File: src/rtl/mtx_pkg.sv
// Shared types for the monitor-channel transmit controller.
package mtx_pkg;

    // Transmit handshake states.
    typedef enum logic [2:0] {
        ST_IDLE  = 3'd0,   // sending idle pattern, no message
        ST_FIRST = 3'd1,   // first byte out, waiting for MR high-to-low
        ST_NEXT  = 3'd2,   // later byte out, waiting for MR=1
        ST_WAIT  = 3'd3,   // byte acknowledged, waiting for host data
        ST_EOT   = 3'd4    // sending end-of-transmission frames
    } mtx_state_e;

endpackage

File: src/rtl/mtx_mr_sense.sv
// Samples the receiver acknowledge bit once per frame and derives the
// per-frame events the handshake needs: a high-to-low edge across two
// frames and a high level held over two frames.
// Assumes frame_stb is a single-cycle pulse and mr_in is valid with it.
module mtx_mr_sense (
    input  logic clk,
    input  logic rst_n,
    input  logic enable,
    input  logic frame_stb,
    input  logic mr_in,
    output logic mr_now,
    output logic mr_fall,
    output logic mr_twice
);

    logic mr_q;

    // Remember the MR value of the previous frame.
    always_ff @(posedge clk) begin
        if (!rst_n || !enable) begin
            mr_q <= 1'b0;
        end else if (frame_stb) begin
            mr_q <= mr_in;
        end
    end

    // Frame events, valid only in the strobe cycle.
    always_comb begin
        mr_now   = frame_stb & mr_in;
        mr_fall  = frame_stb & mr_q & ~mr_in;
        mr_twice = frame_stb & mr_q & mr_in;
    end

endmodule

File: src/rtl/mtx_ctrl.sv
// Transmit handshake state machine. It acts only on frame strobes and
// produces the monitor byte and MX for the next frame, plus single-cycle
// requests to the flag block.
// Assumes the flag block applies set_obe/set_abort/clr_eom in the same
// cycle and that obe reflects host writes seen before the strobe.
module mtx_ctrl
    import mtx_pkg::*;
#(
    parameter int DATA_W     = 8,
    parameter int EOT_FRAMES = 2
) (
    input  logic              clk,
    input  logic              rst_n,
    input  logic              enable,
    input  logic              frame_stb,
    input  logic              mr_now,
    input  logic              mr_fall,
    input  logic              mr_twice,
    input  logic              obe,
    input  logic              eom,
    input  logic [DATA_W-1:0] buf_data,
    output logic [DATA_W-1:0] tx_byte,
    output logic              tx_mx,
    output logic              set_obe,
    output logic              set_abort,
    output logic              clr_eom
);

    localparam int                CNT_W    = $clog2(EOT_FRAMES + 1);
    localparam logic [DATA_W-1:0] IDLE_PAT = {DATA_W{1'b1}};
    localparam logic [CNT_W-1:0]  EOT_LAST = CNT_W'(EOT_FRAMES - 1);

    mtx_state_e        state_q, state_d;
    logic [DATA_W-1:0] byte_q, byte_d;
    logic              mx_q, mx_d;
    logic [CNT_W-1:0]  cnt_q, cnt_d;
    logic              active;

    // A message is in progress in these states.
    always_comb begin
        active = (state_q == ST_FIRST) || (state_q == ST_NEXT) ||
                 (state_q == ST_WAIT);
    end

    // Next-state and request logic, evaluated at each frame strobe.
    always_comb begin
        state_d   = state_q;
        byte_d    = byte_q;
        mx_d      = mx_q;
        cnt_d     = cnt_q;
        set_obe   = 1'b0;
        set_abort = 1'b0;
        clr_eom   = 1'b0;
        if (frame_stb) begin
            if (active && mr_twice) begin
                // receiver abort: close the message
                state_d   = ST_EOT;
                byte_d    = IDLE_PAT;
                mx_d      = 1'b1;
                cnt_d     = '0;
                set_obe   = 1'b1;
                set_abort = 1'b1;
                clr_eom   = eom;
            end else if (eom && state_q == ST_WAIT && obe) begin
                // clean close once the acknowledge has ended
                if (!mr_now) begin
                    state_d = ST_EOT;
                    byte_d  = IDLE_PAT;
                    mx_d    = 1'b1;
                    cnt_d   = '0;
                    clr_eom = 1'b1;
                end
            end else if (eom && active) begin
                // forced re-initialisation
                state_d = ST_IDLE;
                byte_d  = IDLE_PAT;
                mx_d    = 1'b1;
                set_obe = 1'b1;
                clr_eom = 1'b1;
            end else begin
                unique case (state_q)
                    ST_IDLE: begin
                        clr_eom = eom;
                        if (!obe) begin
                            state_d = ST_FIRST;
                            byte_d  = buf_data;
                            mx_d    = 1'b0;
                        end
                    end
                    ST_FIRST: begin
                        if (mr_fall) begin
                            state_d = ST_WAIT;
                            set_obe = 1'b1;
                        end
                    end
                    ST_NEXT: begin
                        if (mr_now) begin
                            state_d = ST_WAIT;
                            set_obe = 1'b1;
                        end
                    end
                    ST_WAIT: begin
                        if (!obe) begin
                            state_d = ST_NEXT;
                            byte_d  = buf_data;
                            mx_d    = 1'b0;
                        end
                    end
                    ST_EOT: begin
                        clr_eom = eom;
                        if (cnt_q == EOT_LAST) begin
                            state_d = ST_IDLE;
                        end else begin
                            cnt_d = cnt_q + 1'b1;
                        end
                    end
                    default: begin
                        state_d = ST_IDLE;
                        byte_d  = IDLE_PAT;
                        mx_d    = 1'b1;
                    end
                endcase
            end
        end
    end

    // State and output registers; disable forces idle.
    always_ff @(posedge clk) begin
        if (!rst_n || !enable) begin
            state_q <= ST_IDLE;
            byte_q  <= IDLE_PAT;
            mx_q    <= 1'b1;
            cnt_q   <= '0;
        end else begin
            state_q <= state_d;
            byte_q  <= byte_d;
            mx_q    <= mx_d;
            cnt_q   <= cnt_d;
        end
    end

    // Registered outputs for the current frame.
    always_comb begin
        tx_byte = byte_q;
        tx_mx   = mx_q;
    end

endmodule

File: src/rtl/mtx_flags.sv
// Host-visible flags: data holding register, buffer-empty, abort and the
// self-clearing end-of-message bit, plus the merged interrupt.
// Assumes host_wr and eom_wr are single-cycle write strobes. A host write
// takes priority over a same-cycle buffer-empty set, and an end-of-message
// write takes priority over a same-cycle clear.
module mtx_flags #(
    parameter int DATA_W = 8
) (
    input  logic              clk,
    input  logic              rst_n,
    input  logic              enable,
    input  logic              host_wr,
    input  logic [DATA_W-1:0] host_data,
    input  logic              eom_wr,
    input  logic              obe_irq_en,
    input  logic              set_obe,
    input  logic              set_abort,
    input  logic              clr_eom,
    output logic [DATA_W-1:0] buf_data,
    output logic              obe,
    output logic              abort,
    output logic              eom,
    output logic              irq
);

    logic en_q;
    logic en_rise;

    // Track enable to find the enabling edge.
    always_ff @(posedge clk) begin
        if (!rst_n) begin
            en_q <= 1'b0;
        end else begin
            en_q <= enable;
        end
    end

    // The enabling edge requests the first byte.
    always_comb begin
        en_rise = enable & ~en_q;
    end

    // Data holding register loaded by host writes.
    always_ff @(posedge clk) begin
        if (!rst_n) begin
            buf_data <= '0;
        end else if (host_wr) begin
            buf_data <= host_data;
        end
    end

    // Buffer-empty flag.
    always_ff @(posedge clk) begin
        if (!rst_n || !enable) begin
            obe <= 1'b0;
        end else if (host_wr) begin
            obe <= 1'b0;
        end else if (set_obe || en_rise) begin
            obe <= 1'b1;
        end
    end

    // Abort flag, cleared together with buffer-empty.
    always_ff @(posedge clk) begin
        if (!rst_n || !enable) begin
            abort <= 1'b0;
        end else if (host_wr) begin
            abort <= 1'b0;
        end else if (set_abort) begin
            abort <= 1'b1;
        end
    end

    // End-of-message bit, cleared by the state machine once consumed.
    always_ff @(posedge clk) begin
        if (!rst_n || !enable) begin
            eom <= 1'b0;
        end else if (eom_wr) begin
            eom <= 1'b1;
        end else if (clr_eom) begin
            eom <= 1'b0;
        end
    end

    // Interrupt merges both flags under one enable.
    always_comb begin
        irq = obe_irq_en & (obe | abort);
    end

endmodule

File: src/rtl/mon_tx_hs.sv
// Top of the monitor-channel transmit handshake controller. It wires the
// MR frame sampler, the handshake state machine and the host flag block.
// Assumes one frame_stb pulse per frame with mr_in valid in that cycle.
module mon_tx_hs #(
    parameter int DATA_W     = 8,
    parameter int EOT_FRAMES = 2
) (
    input  logic              clk,
    input  logic              rst_n,
    input  logic              enable,
    input  logic              frame_stb,
    input  logic              mr_in,
    input  logic              host_wr,
    input  logic [DATA_W-1:0] host_data,
    input  logic              eom_wr,
    input  logic              obe_irq_en,
    output logic [DATA_W-1:0] mon_byte,
    output logic              mx_out,
    output logic              obe_flag,
    output logic              abort_flag,
    output logic              eom_pend,
    output logic              irq
);

    logic              mr_now, mr_fall, mr_twice;
    logic              set_obe, set_abort, clr_eom;
    logic [DATA_W-1:0] buf_data;

    mtx_mr_sense u_sense (
        .clk       (clk),
        .rst_n     (rst_n),
        .enable    (enable),
        .frame_stb (frame_stb),
        .mr_in     (mr_in),
        .mr_now    (mr_now),
        .mr_fall   (mr_fall),
        .mr_twice  (mr_twice)
    );

    mtx_ctrl #(
        .DATA_W     (DATA_W),
        .EOT_FRAMES (EOT_FRAMES)
    ) u_ctrl (
        .clk       (clk),
        .rst_n     (rst_n),
        .enable    (enable),
        .frame_stb (frame_stb),
        .mr_now    (mr_now),
        .mr_fall   (mr_fall),
        .mr_twice  (mr_twice),
        .obe       (obe_flag),
        .eom       (eom_pend),
        .buf_data  (buf_data),
        .tx_byte   (mon_byte),
        .tx_mx     (mx_out),
        .set_obe   (set_obe),
        .set_abort (set_abort),
        .clr_eom   (clr_eom)
    );

    mtx_flags #(
        .DATA_W (DATA_W)
    ) u_flags (
        .clk        (clk),
        .rst_n      (rst_n),
        .enable     (enable),
        .host_wr    (host_wr),
        .host_data  (host_data),
        .eom_wr     (eom_wr),
        .obe_irq_en (obe_irq_en),
        .set_obe    (set_obe),
        .set_abort  (set_abort),
        .clr_eom    (clr_eom),
        .buf_data   (buf_data),
        .obe        (obe_flag),
        .abort      (abort_flag),
        .eom        (eom_pend),
        .irq        (irq)
    );

endmodule

File: config.mk
export PLATFORM = sky130hd
export DESIGN_NAME = mon_tx_hs
export DESIGN_NICKNAME = d
export VERILOG_FILES = /design/src/rtl/mtx_pkg.sv /design/src/rtl/mtx_mr_sense.sv /design/src/rtl/mtx_ctrl.sv /design/src/rtl/mtx_flags.sv /design/src/rtl/mon_tx_hs.sv
export SDC_FILE = /design/constraint.sdc
export NUM_CORES = 1
export LEC_CHECK = 0
export BUFFER_PORTS_ARGS = -buffer_cell sky130_fd_sc_hd__buf_2
export CELL_PAD_IN_SITES_DETAIL_PLACEMENT = 0
export CELL_PAD_IN_SITES_GLOBAL_PLACEMENT = 2
export CORE_MARGIN = 2
export CORE_UTILIZATION = 34
export CTS_BUF_LIST = sky130_fd_sc_hd__clkbuf_4 sky130_fd_sc_hd__clkbuf_8
export CTS_CLUSTER_SIZE = 20
export DETAILED_ROUTE_END_ITERATION = 12
export PLACE_DENSITY_LB_ADDON = 0.1
export SLEW_MARGIN = 40
export SYNTH_ARGS = -nofsm -noshare
export SYNTH_HDL_FRONTEND = slang
export SYNTH_SLANG_ARGS = --single-unit
File: constraint.sdc
create_clock -name clk -period 1.85 [get_ports clk]
set_clock_uncertainty 0.2 [all_clocks]
set_input_delay 0.37 -clock clk [delete_from_list [all_inputs] [get_ports clk]]
set_output_delay 0.37 -clock clk [all_outputs]
set_load 0.01 [all_outputs]
After elaboration in Yosys (flattened, before gate mapping) --
Cells that the tools add are included.
Operators by class: equality and inequality tests 15, reduce and logical (&&, ||, !) cells 20, muxes and demuxes 45, add/sub/neg operators 1, bitwise logic cells 9
Operators by type and width (number):
- $mux 8 | 5
- $mux 3 | 9
- $mux 1 | 21
- $ne 5x5->1 const B | 4
- $pmux 8 s2 | 1
- $pmux 3 s5 | 1
- $mux 2 | 6
- $reduce_and 7->1 | 1
- $and 1x1->1 | 6
- $eq 3x2->1 const B | 2
- $ne 3x1->1 const B | 2
- $reduce_or 2->1 | 3
- $ne 5x1->1 const B | 1
- $ne 5x4->1 const B | 1
- $reduce_and 5->1 | 1
- $logic_and 1x1->1 | 4
- $logic_or 1x1->1 | 4
- $ne 4x1->1 const B | 1
- $pmux 1 s2 | 2
- $reduce_and 4->1 | 1
- $eq 3x1->1 const B | 1
- $eq 3x3->1 const B | 1
- $logic_not 3->1 | 1
- $ne 3x3->1 const B | 1
- 8 further kinds | 10
Storage, ports and cells: register bits 27, input bits 16, logic and storage cells 100, output and inout bits 13

Longest topological paths before layout --
Gate-level depths: netlist of run 1.
depth in word-level cells 10, depth in mapped cells 6, depth with buffers taken out 6

Cells and area by module --
Synthesis of run 1 repeated with hierarchy kept, for this count alone.
Unflattened totals: cell total of the unflattened synthesis 142, area, all modules 1298.7 µm²
Modules (own cells, without submodules):
- mtx_ctrl | cells each 96, area each 805.8 µm², sequential area each 280.3 µm², instances 1
- mtx_flags | cells each 39, area each 435.4 µm², sequential area each 240.2 µm², instances 1
- mtx_mr_sense | cells each 7, area each 57.6 µm², sequential area each 20.0 µm², instances 1

Worst setup path after synthesis of run 1 --
Ideal clock, no wire load.
path type flip-flop to flip-flop, start register u_flags.eom, end register u_ctrl.byte_q[0], in the netlist u_ctrl.tx_byte[0], arrival 1.305 ns, stages on the path, launching flop included 6, period minus slack after synthesis 1.637 ns, library setup time 0.133 ns, buffers on the path 1, required time 1.517 ns, slack 0.213 ns, path through dfxtp_1 buf_2 a21boi_0 o21a_1 o311ai_4 a31oi_1
On the way: longest elaborated chain between the ends 4, elaborated cells on any way between the ends 10, those cells by class eq/ne: 3; mux: 3; reduce/logical: 4
RTL lines:
- start, declared | RTL line mtx_flags.sv:22 | output logic eom,
- start signal, assigned | RTL line mtx_flags.sv:77 | eom <= 1'b0;
- start signal, assigned | RTL line mtx_flags.sv:79 | eom <= 1'b1;
- start signal, assigned | RTL line mtx_flags.sv:81 | eom <= 1'b0;
- $logic_and 1x1->1, on equally long branches | RTL line mtx_ctrl.sv:64, mtx_ctrl.sv:73
- $logic_and 1x1->1 / $mux 8 (equally long branches) | RTL line mtx_ctrl.sv:64, mtx_ctrl.sv:73
- $ne 5x5->1 (no line), or another cell as far along
- $reduce_and 4->1 (no line) / $mux 8 (equally long branches)
- end signal, assigned | RTL line mtx_ctrl.sv:136 | byte_q <= byte_d;
- end, declared | RTL line mtx_ctrl.sv:34 | logic [DATA_W-1:0] byte_q, byte_d;
Parallel ways exist; a longest one is shown, timed or not. A chain may end at the register's enable or synchronous reset.

Worst setup path after layout of run 1 --
start register u_flags.obe, end register u_ctrl.byte_q[6], in the netlist u_ctrl.tx_byte[6]
On the way: longest elaborated chain between the ends 3, elaborated cells on any way between the ends 7, those cells by class eq/ne: 3; mux: 2; reduce/logical: 2
RTL lines:
- start, declared | RTL line mtx_flags.sv:20 | output logic obe,
- start signal, assigned | RTL line mtx_flags.sv:55 | obe <= 1'b0;
- start signal, assigned | RTL line mtx_flags.sv:57 | obe <= 1'b0;
- start signal, assigned | RTL line mtx_flags.sv:59 | obe <= 1'b1;
- $logic_and 1x1->1 | RTL line mtx_ctrl.sv:64 | end else if (eom && state_q == ST_WAIT && obe) begin
- $ne 5x5->1 (no line), or another cell as far along
- $reduce_and 4->1 (no line) / $mux 8 (equally long branches)
Parallel ways exist; a longest one is shown, timed or not.

==> results of run 1 <==
## area by class of cell
type | instances | area [um2] | area share [%]
clock buffer | 3 | 41.3 | 2.34
clock inverter | 1 | 7.51 | 0.425
inverter | 14 | 52.6 | 2.98
multi-input combinational | 110 | 792 | 44.9
sequential | 27 | 544 | 30.8
tap | 50 | 62.6 | 3.54
timing repair buffer | 43 | 265 | 15.0
## power by group
group,total [mW],internal (mW),switching [mW]
registers,0.627,0.607,0.0200
clock network,0.362,0.153,0.208
logic,0.172,0.0808,0.0908
total,1.16,0.842,0.319
## cell usage in the layout (no fill, tap or decap), types with 2 or more instances in the layout
cell        n
buf_2      28
dfxtp_1    24
inv_1      14
buf_4      14
nor2_1     13
mux2i_1    13
nand2_1    12
nor2b_1    11
a31oi_1    10
nor3_1      6
o21ai_0     4
a21oi_1     3
clkbuf_8    3
dfxtp_2     3
o21a_1      2
nand2b_1    2
o2111ai_4   2
or3_1       2
nand4_1     2
## worst min-delay path, delay by kind of cell
kind                   cells  cell delay (ps)
AOI/OAI and AO/OA          1               50
buffers and inverters      2              140
## flip-flops by register name (all words and copies together), names as in the netlist
signal	flops
u_ctrl.cnt_q	2
u_ctrl.tx_byte	8
u_flags.abort	1
u_ctrl.state_q	3
u_flags.eom	1
u_flags.buf_data	8
u_flags.obe	1
u_flags.en_q	1
u_sense.mr_q	1
u_ctrl.tx_mx	1
## layer usage
metal  global-route usage (%)  vias to the layer above  routed length, um
li1                         -                      648                  -
met1                     21.8                      585               1820
met2                     23.7                       35               1560
met3                     3.20                        2                194
met4                     4.36                        0                 17
met5                        0                        -                  0
## repair_timing
| action | 4_1_cts | 5_1_grt |
|---|---|---|
| endpoints found under the setup margin | 0 | 15 |
| hold buffers | 0 | 0 |
| resized for setup | 0 | 8 |
## cell families after synthesis
family | Yosys count
AOI/OAI and AO/OA | 33
and+or+nand+nor | 61
DFF | 27
buffers and inverters | 25
adders and majority gates | 1
muxes | 14
xor gates and xnor gates | 1
## Yosys cell counts (all sizes together) (3+ instances only)
| cell | count | area (um2) |
|---|---|---|
| dfxtp | 27 | 541 |
| inv | 14 | 52.6 |
| nor2 | 14 | 52.6 |
| mux2i | 13 | 130 |
| nand2 | 13 | 48.8 |
| nor2b | 11 | 68.8 |
| a31oi | 10 | 62.6 |
| buf | 7 | 60.1 |
| nor3 | 6 | 30.0 |
| clkbuf | 4 | 35.0 |
| o21ai | 4 | 20.0 |
| a21oi | 3 | 15.0 |
| o2111ai | 3 | 38.8 |
## metrics by stage
stage                     setup WS [ps]  power, mW  util, %  instances  hold WS (ps)
after floorplan                     213      0.745        -        162           217
after global placement             63.6      0.806     41.4        244           220
after detailed placement           75.8      0.808     41.4        244           217
after CTS                          56.5       1.16     42.6        248           109
after global routing               8.36       1.21     43.5        248           121
final                              98.3       1.16     43.5        248           114
## how the worst max path moves through the flow
stage,to,slack [ps]
6_report,u_ctrl.tx_byte[6]$_SDFFE_PP1P_,100
4_1_cts,u_ctrl.tx_byte[6]$_SDFFE_PP1P_,60
3_5_place_dp,u_ctrl.state_q[0]$_SDFFE_PP0P_,80
5_1_grt,u_flags.obe$_SDFFE_PP0P_,8
3_3_place_gp,u_ctrl.tx_byte[1]$_SDFFE_PP1P_,60
2_1_floorplan,u_ctrl.tx_byte[0]$_SDFFE_PP1P_,210
==> impl_metrics.toml, run 1 <==
[synth]
synth_compound_area_share_pct = 18.7
synthSimpleGateAreaFrac_pct = 22.6
synth_area_um2 = 1450
syn_area_per_cell_um2 = 8.94
async_flop_share_pct = 0
synth_cell_types = 45
synth_flop_cell = "dfxtp_1"
postSynthCellCount = 162
synth_edf_count = 0
synth_warnings = 0
ys_seq_area_share_pct = 37.3
synth_top_family_by_area = "simple AND/OR/NAND/NOR gates"
synth_mux_area_share_pct = 9.77
synthAdderAreaFrac_pct = 0.864
synthesis.nets = 179
ys_ff_latch = 27
synth-xor-area-share_pct = 0.605

[clock_tree]
path_clk_slew_ps = 110
clk_latency_ps = 280
cts.htree.levels = 1
cts_buffers = 3
cts_tree = "yes"
clock_sinks = 27
clock-root-buffer = "clkbuf_8"
cts_max_path_buffers = 2
cts_setup_buffers = 0

[sta]
period_needed_ps = 1750
setup_violations = 0
rsz0062_at_grt = "no"
fin_crit_sh_pct = 94.7
drv_slew = 0
finalSetupTns_ps = 0
hold_viol = 0
worst_slew_pin_slew_ps = 343
fmax_ghz = 0.571
slew_headroom_pct = 76.6

[grt]
grt_max_degree = 20
grt_pass1_wl_mm = 6.11
grt_pass1_vias = 1245
antenna_found_initial = 0
grt_usage_pct = 15.4
overflow = 0

[route]
antenna_left = 0
drc_errors = 0
post_drt_wl_per_cell_um = 14.5
drtIter0Drc = 52
drt_pass1_iterations = 4
via_count = 1270
viasPerCell = 5.12
drt-total-wl_mm = 3.60

[floorplanning]
design.die.area_um2 = 4800
start_util_pct = 35.7
core_area_um2 = 4060
ios = 29
die_x_um = 69.3
die_h_um = 69.3
rows = 23

[power_and_ir_drop]
ir_worst_vdd_v = 0.000321
power.density_nw_per_um2 = 657
p_leak_nw = 0.787

[flow_run]
cap_viol_max_count = 0

[critical_path]
critPathLaunchType = "flop"
reg2reg_to = "u_ctrl.tx_byte[6]$_SDFFE_PP1P_"
r2r_start = "u_flags.obe$_SDFFE_PP0P_"
ff2ff_setup_slack_ps = 100
critical-path-max-stage-delay_ps = 560
path_cells = "nor2b_1 -> o21a_1 -> o311ai_4 -> buf_4 -> a31oi_1"
cpMaxStageDelayCell = "dfxtp_1"
cp-startpoint = "u_flags.obe$_SDFFE_PP0P_"
critPathKind = "flop to flop"
critPathMaxFanout = 10
cp.depth = 5
arrival_ps = 1710
path_delay_family = "compound AO/OA/AOI/OAI gates"
required_ps = 1810
cp_num_buf_inv = 1
endpoint_kind = "flop"
rr_worst_depth = 5

[cells_and_area]
diodes = 0
drive_gt1_share_pct = 30.3
fin_area_um2 = 1770
nets = 216
fillers = 413
area_growth_pct = 22.0

[placed_design]
dpl_cell_area_um2 = 1680
portBuffers = 28
dpl.hpwl_mm = 2.64
globalplace.congestion = 0.852

[outcome]
status = "finished clean"

[hold_path]
min_path_cells = 3
hold_path_class = "primary input to flop"
holdPathEnd = "u_flags.eom$_SDFFE_PP0P_"
worstHoldStart = "eom_wr"
Power figures use the tool's default switching activity.
==> run 2: changes to the inputs <==
CORE_UTILIZATION = 33   (was 34)
SYNTH_HIERARCHICAL = 1   (was default)
==> run 2 against run 1 <==
Effect of this change: worst setup slack worse by 46 ps; critical path depth unchanged; final cell count down 5.6%; total power shrank 2.4%; count of clock-buffer cells in the layout did not move; global-route usage grew 0.50 points; core utilization is 1.6 points higher.
==> impl_metrics.toml, run 2 <==
[cells_and_area]
fin_area_um2 = 1680
area_growth_pct = 29.1
layout_commonest_cell = "buf_2"
drive_gt1_share_pct = 35.5
mostFrequentLayoutCells = "buf_2 (28), dfxtp_1 (24), buf_4 (19)"
diodes = 0
nets = 204
fillers = 395

[grt]
grt_usage_pct = 15.9
antenna_found_initial = 0
overflow = 0
grt_pass1_vias = 1129
grt_max_degree = 17
grt_pass1_wl_mm = 5.42

[clock_tree]
hold_buffers = 0
cts_max_path_buffers = 2
cts_tree = "yes"
path_clk_slew_ps = 100
cts_buffers = 3
cts.htree.levels = 1
clock_sinks = 27
clk_latency_ps = 280
clock-root-buffer = "clkbuf_8"

[placed_design]
globalplace.congestion = 0.798
portBuffers = 28
dpl_cell_area_um2 = 1590
dpl.hpwl_mm = 2.44
post-place-ws_ps = -217

[critical_path]
arrival_ps = 1760
critPathMaxFanout = 7
cp_num_buf_inv = 1
critPathLaunchType = "flop"
cpMaxStageDelayCell = "o41a_1"
ff2ff_setup_slack_ps = 50
cp-startpoint = "u_ctrl/state_q[0]$_SDFFE_PP0P_"
path_cells = "nand3_1 -> o41a_1 -> buf_4 -> a311oi_1 -> a31oi_1"
required_ps = 1810
path_delay_family = "compound AO/OA/AOI/OAI gates"
r2r_start = "u_ctrl/state_q[0]$_SDFFE_PP0P_"
critPathKind = "flop to flop"
critical-path-max-stage-delay_ps = 470
endpoint_kind = "flop"

[floorplanning]
start_util_pct = 34.9
ios = 29
design.die.area_um2 = 4450
rows = 22
die_x_um = 66.7
core_area_um2 = 3720
die_h_um = 66.7

[route]
via_count = 1199
drt_pass1_iterations = 4
antenna_left = 0
drtIter0Drc = 59
viasPerCell = 5.12
post_drt_wl_per_cell_um = 13.6
drc_errors = 0
drt-total-wl_mm = 3.18

[synth]
synth_cell_types = 39
synth_top_area_share_pct = 41.6
async_flop_share_pct = 0
synth_top_area_cell = "dfxtp_1"
yosys-top-cells-area = "dfxtp_1 (42%), mux2i_1 (6.9%), a311oi_1 (6.1%), a31oi_1 (4.8%), nor2b_1 (4.8%)"
synth_edf_count = 0
synth_area_um2 = 1300
ys_seq_area_share_pct = 41.6
synth_flop_cell = "dfxtp_1"
syn_area_per_cell_um2 = 9.15
yosysMostFrequentCell = "dfxtp_1"
synth_common_cells = "dfxtp_1 (27), inv_1 (14), a31oi_1 (10), nor2b_1 (10)"
synth_warnings = 6
postSynthCellCount = 142
ys_ff_latch = 27
synthesis.nets = 159

[sta]
setup_slack_ps = 52.4
hold_viol = 0
fin_crit_sh_pct = 97.2
drv_slew = 0
worst_slew_pin_slew_ps = 371
slew_headroom_pct = 75.1
period_needed_ps = 1800
setup_violations = 0
fmax_ghz = 0.556

[power_and_ir_drop]
ir_worst_vdd_v = 0.000244
total_power_mw = 1.13
power.density_nw_per_um2 = 675
p_leak_nw = 0.695

[hold_path]
hold_path_class = "primary input to flop"
worstHoldStart = "eom_wr"

[outcome]
status = "finished clean"

[flow_run]
cap_viol_max_count = 0
run 2: power breakdown:
part | switching (mW) | leakage, nW | total [mW] | internal (mW)
Clock | 0.198 | 0.0217 | 0.351 | 0.153
Sequential | 0.0163 | 0.223 | 0.623 | 0.607
Combinational | 0.0834 | 0.451 | 0.158 | 0.0748
Total | 0.297 | 0.695 | 1.13 | 0.835
run 2: layout make-up:
class                           count  area (um2)  area share [%]
Multi-Input combinational cell     94         688            41.0
Sequential cell                    27         544            32.5
Timing Repair Buffer               47         283            16.9
Tap cell                           48        60.1            3.58
Inverter                           14        52.6            3.13
Clock buffer                        3        41.3            2.46
Clock inverter                      1        7.51           0.448
run 2: repair_timing:
action / CTS / global route
setup buffers: 0 / 1
endpoints found under the hold margin: 0 / 0
pin swaps: 0 / 1
gates resized for setup: 2 / 8
cloned: 0 / 0
setup endpoints to repair: 9 / 12
run 2: path summary, 6_finish.rpt:
kind | end | depth (start not counted)
worst max-delay path | u_ctrl/tx_byte[3]$_SDFFE_PP1P_ | 5
worst min-delay path | u_flags/eom$_SDFFE_PP0P_ | 3
worst min register to register | u_ctrl/tx_byte[0]$_SDFFE_PP1P_ | 2
worst max register to register | u_ctrl/tx_byte[3]$_SDFFE_PP1P_ | 5
run 2: stage by stage:
stage	TNS (ps)	util (%)	cells	hold WS, ps
2_1_floorplan	0	-	142	239
6_report	0	45.1	234	106
5_1_grt	-12.3	45.1	234	146
3_5_place_dp	-2080	42.7	229	258
4_1_cts	-11.4	44.0	233	112
3_3_place_gp	-1540	42.7	229	255
run 2: kinds of logic after synthesis:
group | after synthesis | synth area share, %
adders and majority gates | 1 | 0.963
muxes | 9 | 6.94
and+or+nand+nor | 44 | 19.8
DFF | 27 | 41.6
AOI/OAI and AO/OA | 39 | 22.1
xor gates and xnor gates | 1 | 0.674
buffers and inverters | 21 | 8.00
run 2: worst register-to-register path: stages (launching register included):
cell and delay [ps]:
dfxtp_2 400, nand3_1 100, o41a_1 470, buf_4 190, a311oi_1 260, a31oi_1 60
run 2: layer usage:
metal	global-route usage (%)	wire length (um)
met4	4.59	17
met1	23.6	1620
met2	23.1	1430
met3	3.04	119
met5	0	0
==> run 3: changes to the inputs <==
ABC_AREA = 1   (was default)
CORE_UTILIZATION = 30   (was 33)
==> run 3 against run 2 <==
Effect of this change: final area is 1.4% higher; area after synthesis is 1.9% higher; core utilization decreased by 5.5 points; die area grew 11%; worst hold slack improved by 8.9 ps; worst setup slack improved by 110 ps; first-iteration DRC count grew 8.5%; register-to-register slack gained 110 ps; combinational power up 28%; largest power group unchanged.
==> impl_metrics.toml, run 3 <==
[synth]
synth_top_area_share_pct = 40.8
synth_edf_count = 0
synth_top_area_cell = "dfxtp_1"
synth_warnings = 6
synth_common_cells = "nor2_1 (38), nand2_1 (36), dfxtp_1 (27), inv_1 (23), nand3_1 (20)"
synth_cell_types = 24
synthesis.nets = 211
synth_area_um2 = 1320
syn_area_per_cell_um2 = 6.82
synth_flop_cell = "dfxtp_1"
ys_ff_latch = 27
postSynthCellCount = 194
async_flop_share_pct = 0
ys_seq_area_share_pct = 40.8
yosys-top-cells-area = "dfxtp_1 (41%), nor2_1 (11%), nand2_1 (10%), nand3_1 (7.6%), o21ai_0 (7.2%)"
yosysMostFrequentCell = "nor2_1"

[clock_tree]
cts.htree.levels = 1
cts_buffers = 3
path_clk_slew_ps = 100
hold_buffers = 0
clock_sinks = 27
clock-root-buffer = "clkbuf_8"
cts_tree = "yes"
cts_max_path_buffers = 2
clk_latency_ps = 260

[power_and_ir_drop]
switching_share_pct = 28.0
total_power_mw = 1.17
internal-power_uw = 845
p_leak_nw = 0.816
combPwrFrac_pct = 17.3
p_seq_share_pct = 53.6
power.switching_uw = 329
clock_power_share_pct = 29.1
ir_worst_vdd_v = 0.000258
power.density_nw_per_um2 = 691

[floorplanning]
ios = 29
rows = 24
start_util_pct = 30.8
core_area_um2 = 4290
design.die.area_um2 = 4960
die_x_um = 70.4
die_h_um = 70.4

[route]
post_drt_wl_per_cell_um = 11.1
drc_errors = 0
viasPerCell = 4.56
drtIter0Drc = 64
via_count = 1313
drt_pass1_iterations = 4
drt-total-wl_mm = 3.19
antenna_left = 0

[sta]
hold_viol = 0
drv_slew = 0
setup_slack_ps = 165
slew_headroom_pct = 76.5
worst_slew_pin_slew_ps = 352
setup_violations = 0
fmax_ghz = 0.593
period_needed_ps = 1680
fin_crit_sh_pct = 91.1

[hold_path]
min_path_cells = 3
hold_path_class = "primary input to flop"
worstHoldStart = "host_data[3]"
holdPathEnd = "u_flags/buf_data[3]$_SDFFE_PN0P_"

[critical_path]
critPathLaunchType = "flop"
reg2reg_to = "u_ctrl/tx_byte[5]$_SDFFE_PP1P_"
endpoint_kind = "flop"
critPathMaxFanout = 8
arrival_ps = 1640
r2r_start = "u_ctrl/state_q[2]$_SDFFE_PP0P_"
critPathKind = "flop to flop"
ff2ff_setup_slack_ps = 170
rr_worst_depth = 8
required_ps = 1810

[cells_and_area]
layout_commonest_cell = "nor2_1"
fillers = 459
area_growth_pct = 28.4
mostFrequentLayoutCells = "nor2_1 (37), nand2_1 (35), buf_2 (28)"
drive_gt1_share_pct = 28.0
nets = 254
diodes = 0

[grt]
grt_use_met2_pct = 21.0
met1_usage_pct = 19.5
grt_max_degree = 17
met3_usage_pct = 2.16
grt_pass1_vias = 1254
grt_pass1_wl_mm = 5.55
overflow = 0
antenna_found_initial = 0
grt_usage_pct = 13.5
grt.busiest_layer = "met2"

[flow_run]
cap_viol_max_count = 0

[placed_design]
portBuffers = 28
dpl.hpwl_mm = 2.53
globalplace.congestion = 0.835
post-place-ws_ps = -93.1

[outcome]
status = "finished clean"
-- run 3: cell count changes in the layout (fill, tap and decap cells not counted), sizes merged, moves of 10 or more --
cell | before | now
nor2 | 7 | 45
nor2b | 10 | 0
nand2 | 7 | 38
nand3 | 3 | 23
inv | 14 | 26
o21ai | 6 | 23
-- run 3: final cells by class --
| type | count | area [um2] | share of cell area [%] |
|---|---|---|---|
| clock buffers | 3 | 41.3 | 2.43 |
| clock inverters | 1 | 7.51 | 0.442 |
| inverters | 26 | 100 | 5.89 |
| multi-input cells | 140 | 693 | 40.8 |
| flip-flops and latches | 27 | 546 | 32.1 |
| well taps | 52 | 65.1 | 3.83 |
| repair buffers | 39 | 248 | 14.6 |
-- run 3: through the flow --
step	std cells	util [%]	TNS [ps]	cell area (um2)	hold slack (ps)
floorplan	194	-	0	1320	228
global placement	282	37.4	-388	1610	239
detailed placement	282	37.4	-765	1610	238
CTS	286	38.5	0	1650	117
global route	288	39.6	-0.628	1700	115
finish	288	39.6	0	1700	115
-- run 3: cell families (layout without fill, tap and decap cells) --
family	Yosys count	in the layout	synth area share [%]
DFF	27	27	40.8
and+or+nand+nor	107	108	36.7
buffers and inverters	28	69	8.41
AOI/OAI and AO/OA	31	31	13.1
adders and majority gates	1	1	0.945
-- run 3: timing repair --
item | in CTS | in global routing
buffers inserted | 0 | 1
hold endpoints to repair | 0 | 0
endpoints found under the setup margin | 0 | 15
resized for setup | 0 | 8
-- run 3: worst max-delay path by stage --
stage,start,endpoint,slack [ps]
after floorplan,frame_stb,u_ctrl/tx_mx$_SDFFE_PP1P_,180
after global placement,frame_stb,u_ctrl/tx_byte[2]$_SDFFE_PP1P_,-50
after detailed placement,frame_stb,u_ctrl/tx_byte[3]$_SDFFE_PP1P_,-90
after CTS,u_sense/mr_q$_SDFFE_PP0P_,u_ctrl/tx_byte[3]$_SDFFE_PP1P_,40
after global routing,u_ctrl/state_q[0]$_SDFFE_PP0P_,u_ctrl/state_q[1]$_SDFFE_PP0P_,-0.6
final,u_ctrl/state_q[2]$_SDFFE_PP0P_,u_ctrl/tx_byte[5]$_SDFFE_PP1P_,170
-- run 3: worst max-delay path, stage by stage, from the launching register on --
cell and delay, ps:
dfxtp_1 430, inv_2 120, nand3_4 130, nand2_1 100
o21ai_4 220, buf_12 140, nor2_2 50, o21ai_0 100
nand3_1 90
-- run 3: power by group through the flow --
stage,combinational (mW),sequential [mW],clock [mW]
finish,0.203,0.629,0.341
global route,0.230,0.635,0.381
CTS,0.193,0.630,0.350
detailed placement,0.192,0.644,0
global placement,0.191,0.643,0
floorplan,0.114,0.645,0
-- run 3: layer usage --
| metal | vias up | share of wire, % |
|---|---|---|
| li1 | 702 | - |
| met1 | 578 | 53 |
| met3 | 2 | 4.3 |
| met2 | 31 | 43 |
| met5 | - | 0 |
| met4 | 0 | 0.38 |
